[src/rtl/hbr_pkg.sv]
// Package: shared sizes, special word indices and the reset-default table
// of the host bridge control register file. Assumes 32-bit words.
package hbr_pkg;
    localparam int WORD_W     = 32;
    localparam int NUM_REGS   = 28;
    localparam int IDX_GENCFG = 1;
    localparam int IDX_ENSET  = 12;
    localparam int IDX_ENCLR  = 13;
    localparam int IDX_ENMASK = 14;
    localparam int IDX_STATUS = 15;
    localparam int BOOT_BIT   = 2;

    // Default value loaded into word idx on reset.
    function automatic logic [WORD_W-1:0] reg_default(input int idx);
        case (idx)
            0:       return 32'h0000_0C40;
            1:       return 32'h0000_1384;
            2:       return 32'h2BFF_8010;
            3:       return 32'h255E_0091;
            4:       return 32'h0000_6140;
            7:       return 32'h0000_01FF;
            8:       return 32'h0000_01FF;
            26:      return 32'h0000_0008;
            27:      return 32'h1000_0000;
            default: return '0;
        endcase
    endfunction
endpackage

[src/rtl/hbr_decode.sv]
// Decoder: turns a bus strobe and word index into per-word write selects
// and a dropped-write indication. Assumes the window starts at index 0.
module hbr_decode
    import hbr_pkg::*;
#(
    parameter int ADDR_W = 6
) (
    input  logic              bus_wr,
    input  logic [ADDR_W-1:0] bus_idx,
    output logic              in_window,
    output logic [NUM_REGS-1:0] wr_sel,
    output logic              wr_drop
);
    logic read_only;

    // Classify the index: inside the window, and read-only or not.
    always_comb begin
        in_window = (int'(bus_idx) < NUM_REGS);
        read_only = (int'(bus_idx) == IDX_ENMASK) || (int'(bus_idx) == IDX_STATUS);
        wr_drop   = bus_wr && (!in_window || read_only);
    end

    // One select line per word; only writable words are ever selected.
    for (genvar i = 0; i < NUM_REGS; i++) begin : g_sel
        assign wr_sel[i] = bus_wr && !read_only && (bus_idx == ADDR_W'(i));
    end
endmodule

[src/rtl/hbr_store.sv]
// Storage: holds all words with their reset defaults, applies the
// enable set/clear side effects and detects the boot-bit rising edge.
// Assumes at most one word selected per cycle.
module hbr_store
    import hbr_pkg::*;
(
    input  logic                           clk,
    input  logic                           rst_n,
    input  logic [NUM_REGS-1:0]            wr_sel,
    input  logic [WORD_W-1:0]              wdata,
    output logic [NUM_REGS-1:0][WORD_W-1:0] words,
    output logic                           boot_req
);
    for (genvar i = 0; i < NUM_REGS; i++) begin : g_word
        if (i == IDX_ENMASK) begin : g_mask
            // Enable mask: changed only through the set and clear words.
            always_ff @(posedge clk) begin
                if (!rst_n)
                    words[i] <= reg_default(i);
                else if (wr_sel[IDX_ENSET])
                    words[i] <= words[i] | wdata;
                else if (wr_sel[IDX_ENCLR])
                    words[i] <= words[i] & ~wdata;
            end
        end else if (i == IDX_STATUS) begin : g_status
            // Status word: no source feeds it here, so it holds its default.
            always_ff @(posedge clk) begin
                words[i] <= reg_default(i);
            end
        end else begin : g_plain
            // Plain storage word.
            always_ff @(posedge clk) begin
                if (!rst_n)
                    words[i] <= reg_default(i);
                else if (wr_sel[i])
                    words[i] <= wdata;
            end
        end
    end

    // Reset request pulse on a 0-to-1 move of the boot bit.
    always_ff @(posedge clk) begin
        if (!rst_n)
            boot_req <= 1'b0;
        else
            boot_req <= wr_sel[IDX_GENCFG] && !words[IDX_GENCFG][BOOT_BIT]
                        && wdata[BOOT_BIT];
    end
endmodule

[src/rtl/hbr_rdport.sv]
// Read port: registers the selected word one cycle after a read strobe.
// An index outside the window reads as zero.
module hbr_rdport
    import hbr_pkg::*;
#(
    parameter int ADDR_W = 6
) (
    input  logic                            clk,
    input  logic                            rst_n,
    input  logic                            bus_rd,
    input  logic [ADDR_W-1:0]               bus_idx,
    input  logic                            in_window,
    input  logic [NUM_REGS-1:0][WORD_W-1:0] words,
    output logic [WORD_W-1:0]               rd_data,
    output logic                            rd_valid
);
    // Capture the word (pre-write value) and raise valid for one cycle.
    always_ff @(posedge clk) begin
        if (!rst_n) begin
            rd_data  <= '0;
            rd_valid <= 1'b0;
        end else begin
            rd_valid <= bus_rd;
            if (bus_rd)
                rd_data <= in_window ? words[int'(bus_idx) % NUM_REGS] : '0;
        end
    end
endmodule

[src/rtl/hb_ctrl_regfile.sv]
// Top: host bridge control register file. Connects the decoder, the
// storage and the read port, and registers the dropped-write flag.
// Assumes a synchronous active-low reset and single-cycle strobes.
module hb_ctrl_regfile
    import hbr_pkg::*;
#(
    parameter int ADDR_W = 6
) (
    input  logic              clk,
    input  logic              rst_n,
    input  logic              bus_wr,
    input  logic              bus_rd,
    input  logic [ADDR_W-1:0] bus_idx,
    input  logic [31:0]       bus_wdata,
    output logic [31:0]       rd_data,
    output logic              rd_valid,
    output logic              reset_req,
    output logic              wr_err
);
    logic                            in_window;
    logic [NUM_REGS-1:0]             wr_sel;
    logic                            wr_drop;
    logic [NUM_REGS-1:0][WORD_W-1:0] words;

    hbr_decode #(.ADDR_W(ADDR_W)) dec_i (
        .bus_wr    (bus_wr),
        .bus_idx   (bus_idx),
        .in_window (in_window),
        .wr_sel    (wr_sel),
        .wr_drop   (wr_drop)
    );

    hbr_store store_i (
        .clk      (clk),
        .rst_n    (rst_n),
        .wr_sel   (wr_sel),
        .wdata    (bus_wdata),
        .words    (words),
        .boot_req (reset_req)
    );

    hbr_rdport #(.ADDR_W(ADDR_W)) rd_i (
        .clk       (clk),
        .rst_n     (rst_n),
        .bus_rd    (bus_rd),
        .bus_idx   (bus_idx),
        .in_window (in_window),
        .words     (words),
        .rd_data   (rd_data),
        .rd_valid  (rd_valid)
    );

    // Register the dropped-write flag as a one-cycle pulse.
    always_ff @(posedge clk) begin
        if (!rst_n)
            wr_err <= 1'b0;
        else
            wr_err <= wr_drop;
    end
endmodule

[config.mk]
export PLATFORM = sky130hd
export DESIGN_NAME = hb_ctrl_regfile
export DESIGN_NICKNAME = d
export VERILOG_FILES = /design/src/rtl/hbr_pkg.sv /design/src/rtl/hbr_decode.sv /design/src/rtl/hbr_store.sv /design/src/rtl/hbr_rdport.sv /design/src/rtl/hb_ctrl_regfile.sv
export SDC_FILE = /design/constraint.sdc
export NUM_CORES = 2
export LEC_CHECK = 0
export BUFFER_PORTS_ARGS = -buffer_cell sky130_fd_sc_hd__buf_2
export CAP_MARGIN = 5
export CORE_UTILIZATION = 57
export CTS_CLUSTER_SIZE = 10
export DETAILED_ROUTE_END_ITERATION = 6
export GPL_ROUTABILITY_DRIVEN = 0
export PLACE_DENSITY = 0.76
export SLEW_MARGIN = 40
export SYNTH_ARGS = -nofsm -noshare
export SYNTH_HDL_FRONTEND = slang
export SYNTH_SLANG_ARGS = --single-unit
[constraint.sdc]
create_clock -name clk -period 2.5 [get_ports clk]
set_clock_uncertainty 0.2 [all_clocks]
set_input_delay 0 -clock clk [delete_from_list [all_inputs] [get_ports clk]]
set_output_delay 0 -clock clk [all_outputs]
set_load 0.01 [all_outputs]
==> impl_metrics.py <==
metrics = {
    "synth": {
        "synth-edff-count": 0,
        "yosysSeqAreaShare_pct": 44.7,
        "postSynthAreaPerCell_um2": 8.66,
        "ys_types": 56,
        "synthCells": 4653,
        "yosys_warnings": 0,
        "syn_area_um2": 40300,
        "synth_nets": 4696,
        "synth_seq_cells": 899,
        "ys.flop_type": "dfxtp_1",
        "synthArstFlopShare_pct": 0,
    },
    "final_layout": {
        "antennaDiodeCount": 0,
        "drive_above_1_share_pct": 12.7,
        "synthToLayoutAreaGrowth_pct": 11.8,
        "nets": 4623,
        "fillers": 5664,
    },
    "run_status": {
        "outcome": "complete, no violations",
    },
    "routing": {
        "vias": 33800,
        "avgViaCountPerCell": 6.11,
        "drt-pass1-iter-count": 6,
        "drt_iter0_markers": 3783,
        "drt-total-wl_um": 123000,
        "post-route-drc-count": 0,
        "postRouteAntennaNets": 0,
        "wl_per_cell_um": 22.3,
    },
    "setup_path": {
        "cp_num_buf_inv": 6,
        "worstPathRequired_ns": 2.84,
        "cp_max_fo": 13,
        "crit_type": "in -> reg",
        "cpPeakStageDelay_ns": 0.60,
        "worstPathArrival_ns": 2.84,
        "cp_slowest_cell": "dlygate4sd3_1",
        "crit_family": "buffers and inverters",
        "cp-start-kind": "primary input",
        "end_kind": "flop",
        "path_cells": "buf_2, dlygate4sd3_1, buf_6, buf_4, nand2_2, o32a_2, buf_4, nand2_1, a21oi_1, o221a_2, dlygate4sd3_1",
    },
    "pwr": {
        "switching_power_mw": 6.91,
        "internal-power_mw": 22.4,
        "combPwrFrac_pct": 7.2,
        "clock_power_share_pct": 43.4,
        "powerDensity_nw_per_um2": 651,
        "total_leakage_power_nw": 15.1,
        "power_mw": 29.3,
        "p_seq_share_pct": 49.4,
        "ir_worst_vdd_mv": 0.580,
        "sw_frac_of_total_pct": 23.6,
    },
    "sta": {
        "fmax_mhz": 401,
        "worst_slack_ns": 0.00589,
        "period_share_pct": 99.8,
        "setup_viol": 0,
        "finalHoldViolations": 0,
        "worst_pin_slew_ns": 0.859,
        "min_period_ns": 2.49,
        "maxSlewHeadroom_pct": 42.7,
        "slew_violations": 0,
    },
    "cts": {
        "clock-root-buffer": "clkbuf_16",
        "cts_buffers": 100,
        "clock_path_buffers": 3,
        "cts_sinks": 899,
        "clk_pin_slew_ns": 0.06,
        "htreeDepth": 3,
        "cts_tree": "built",
        "clk_latency_ns": 0.67,
    },
    "floorplan": {
        "rows": 97,
        "coreArea_um2": 70000,
        "die_area_um2": 71700,
        "io_pins": 77,
        "die_y_um": 268,
        "die_w_um": 268,
        "initial_utilization_pct": 57.5,
    },
    "global_routing": {
        "grt_overflow": 0,
        "grt_usage_pct": 34.4,
        "grt_max_degree": 246,
        "grt_pass1_vias": 32400,
        "grt_pass1_wl_um": 190000,
        "antenna_found_initial": 2,
    },
    "placement": {
        "post-place-ws_ns": 0.0174,
        "place_hpwl_um": 76100,
        "portBuffers": 76,
    },
    "hold_path": {
        "hp-class": "in -> reg",
    },
    "run": {
        "drv_cap": 0,
    },
}
-- power groups by stage --
| stage | Combinational, mW | Sequential, mW | Clock, mW |
|---|---|---|---|
| 4_1_cts | 2.04 | 14.5 | 12.8 |
| 5_1_grt | 2.21 | 14.5 | 13.4 |
| 6_report | 2.10 | 14.5 | 12.7 |
| 3_5_place_dp | 1.98 | 14.8 | 0 |
| 3_3_place_gp | 1.97 | 14.8 | 0 |
| 2_1_floorplan | 1.33 | 14.8 | 0 |
-- cells in the final DEF (no fill, tap or decap), drive strengths merged, types with 8 or more instances in the layout --
master	synthesis	final
nor3	37	37
mux4	189	189
a211oi	15	15
a32o	10	10
a221oi	26	26
inv	5	8
mux2i	70	70
o2bb2ai	11	11
dfxtp	899	899
a31oi	9	9
buf	133	231
nand2	1778	1778
clkbuf	320	111
a21boi	808	808
dlygate4sd3	0	46
a21oi	40	40
nor2	78	78
o21ai	31	31
and3	13	13
nand3	120	120
-- worst reg2reg max path: cells and delay by family (launching register included) --
family | cells | cell delay (ns)
mux | 3 | 0.78
buf+inv | 1 | 0.56
flops | 1 | 0.31
compound gates | 1 | 0.29
-- sequential cells by signal, summed over array words and instances, names as in the netlist, named ones only --
name and flops:
store_i.words 832, store_i.boot_req 1, wr_err 1, rd_i.rd_data 32
rd_i.rd_valid 1
-- through the flow --
| step | util, % | TNS, ns | std cells | hold WS (ns) | cell area (um^2) |
|---|---|---|---|---|---|
| finish | 64.3 | 0 | 5533 | 0.0448 | 45100 |
| global placement | 59.7 | 0 | 5361 | 0.119 | 41800 |
| floorplan | - | 0 | 4653 | -0.0666 | 40300 |
| CTS | 64.2 | 0 | 5523 | 0.0120 | 45000 |
| global route | 64.3 | -0.0165 | 5533 | 0.0350 | 45100 |
| detailed placement | 59.8 | 0 | 5362 | 0.115 | 41900 |
-- routing by layer --
layer	track usage, %	part of all wire [%]	up-vias
met1	43.7	39	16400
met5	0	0	-
met3	5.37	8.1	385
met2	54.7	46	1586
met4	22.0	6.8	0
li1	-	-	15400
-- cell usage after synthesis, types with 2 or more instances --
master	count	area [um^2]
and3_1	13	81.3
a21boi_1	79	593
and2_1	3	18.8
o2111ai_1	2	17.5
nor3_2	6	60.1
clkbuf_1	320	1200
and3b_1	2	17.5
o211ai_1	4	30.0
nand2_2	2	12.5
nor2b_1	6	37.5
a21boi_0	729	5470
mux2i_1	70	701
a22oi_1	2	15.0
o2bb2ai_1	11	96.3
o22ai_1	5	31.3
nand2b_1	6	37.5
nand2_1	1776	6670
buf_4	15	113
mux2_2	5	56.3
nor3_1	31	155
buf_6	4	45.0
inv_1	4	15.0
nand3b_1	3	22.5
buf_1	7	26.3
mux4_2	189	4260
a21oi_1	39	195
buf_2	107	536
o31ai_1	3	22.5
nand3_1	120	601
o221a_2	3	33.8
a31oi_1	9	56.3
nor2_1	78	293
a221oi_1	26	228
or3_1	2	12.5
a211oi_1	15	113
a32o_1	10	100
o21ai_0	30	150
dfxtp_1	899	18000
-- path summary, 6_finish.rpt --
kind,cells after the start,to,slack (ns),start
min reg2reg,2,store_i.words[239],0.25,store_i.words[239]
min,5,rd_i.rd_data[7],0.04,bus_idx[0]
max reg2reg,5,rd_i.rd_data[3],0.26,store_i.words[227]
max,11,rd_i.rd_data[3],0.006,bus_idx[5]
-- area by class of cell --
| type | instances | area, um^2 | share of cell area (%) |
|---|---|---|---|
| inverters | 5 | 18.8 | 0.0417 |
| flip-flops and latches | 899 | 18000 | 39.9 |
| clock inverters | 5 | 58.8 | 0.131 |
| well taps | 940 | 1180 | 2.61 |
| clock buffers | 110 | 2580 | 5.73 |
| multi-input cells | 3296 | 20600 | 45.6 |
| repair buffers | 278 | 2680 | 5.94 |
-- kinds of logic after synthesis --
kind of cell	synth area share, %
mux	12.4
fa+ha+maj	0.0559
compound gates	18.0
flops	44.7
buf+inv	4.81
simple gates	20.0
-- repair_timing --
item | in CTS | in global routing
hold buffers | 46 | 1
endpoints found under the hold margin | 899 | 1
resized for setup | 0 | 3
endpoints found under the setup margin | 0 | 2
buffers inserted | 0 | 9
Power figures use the tool's default switching activity.
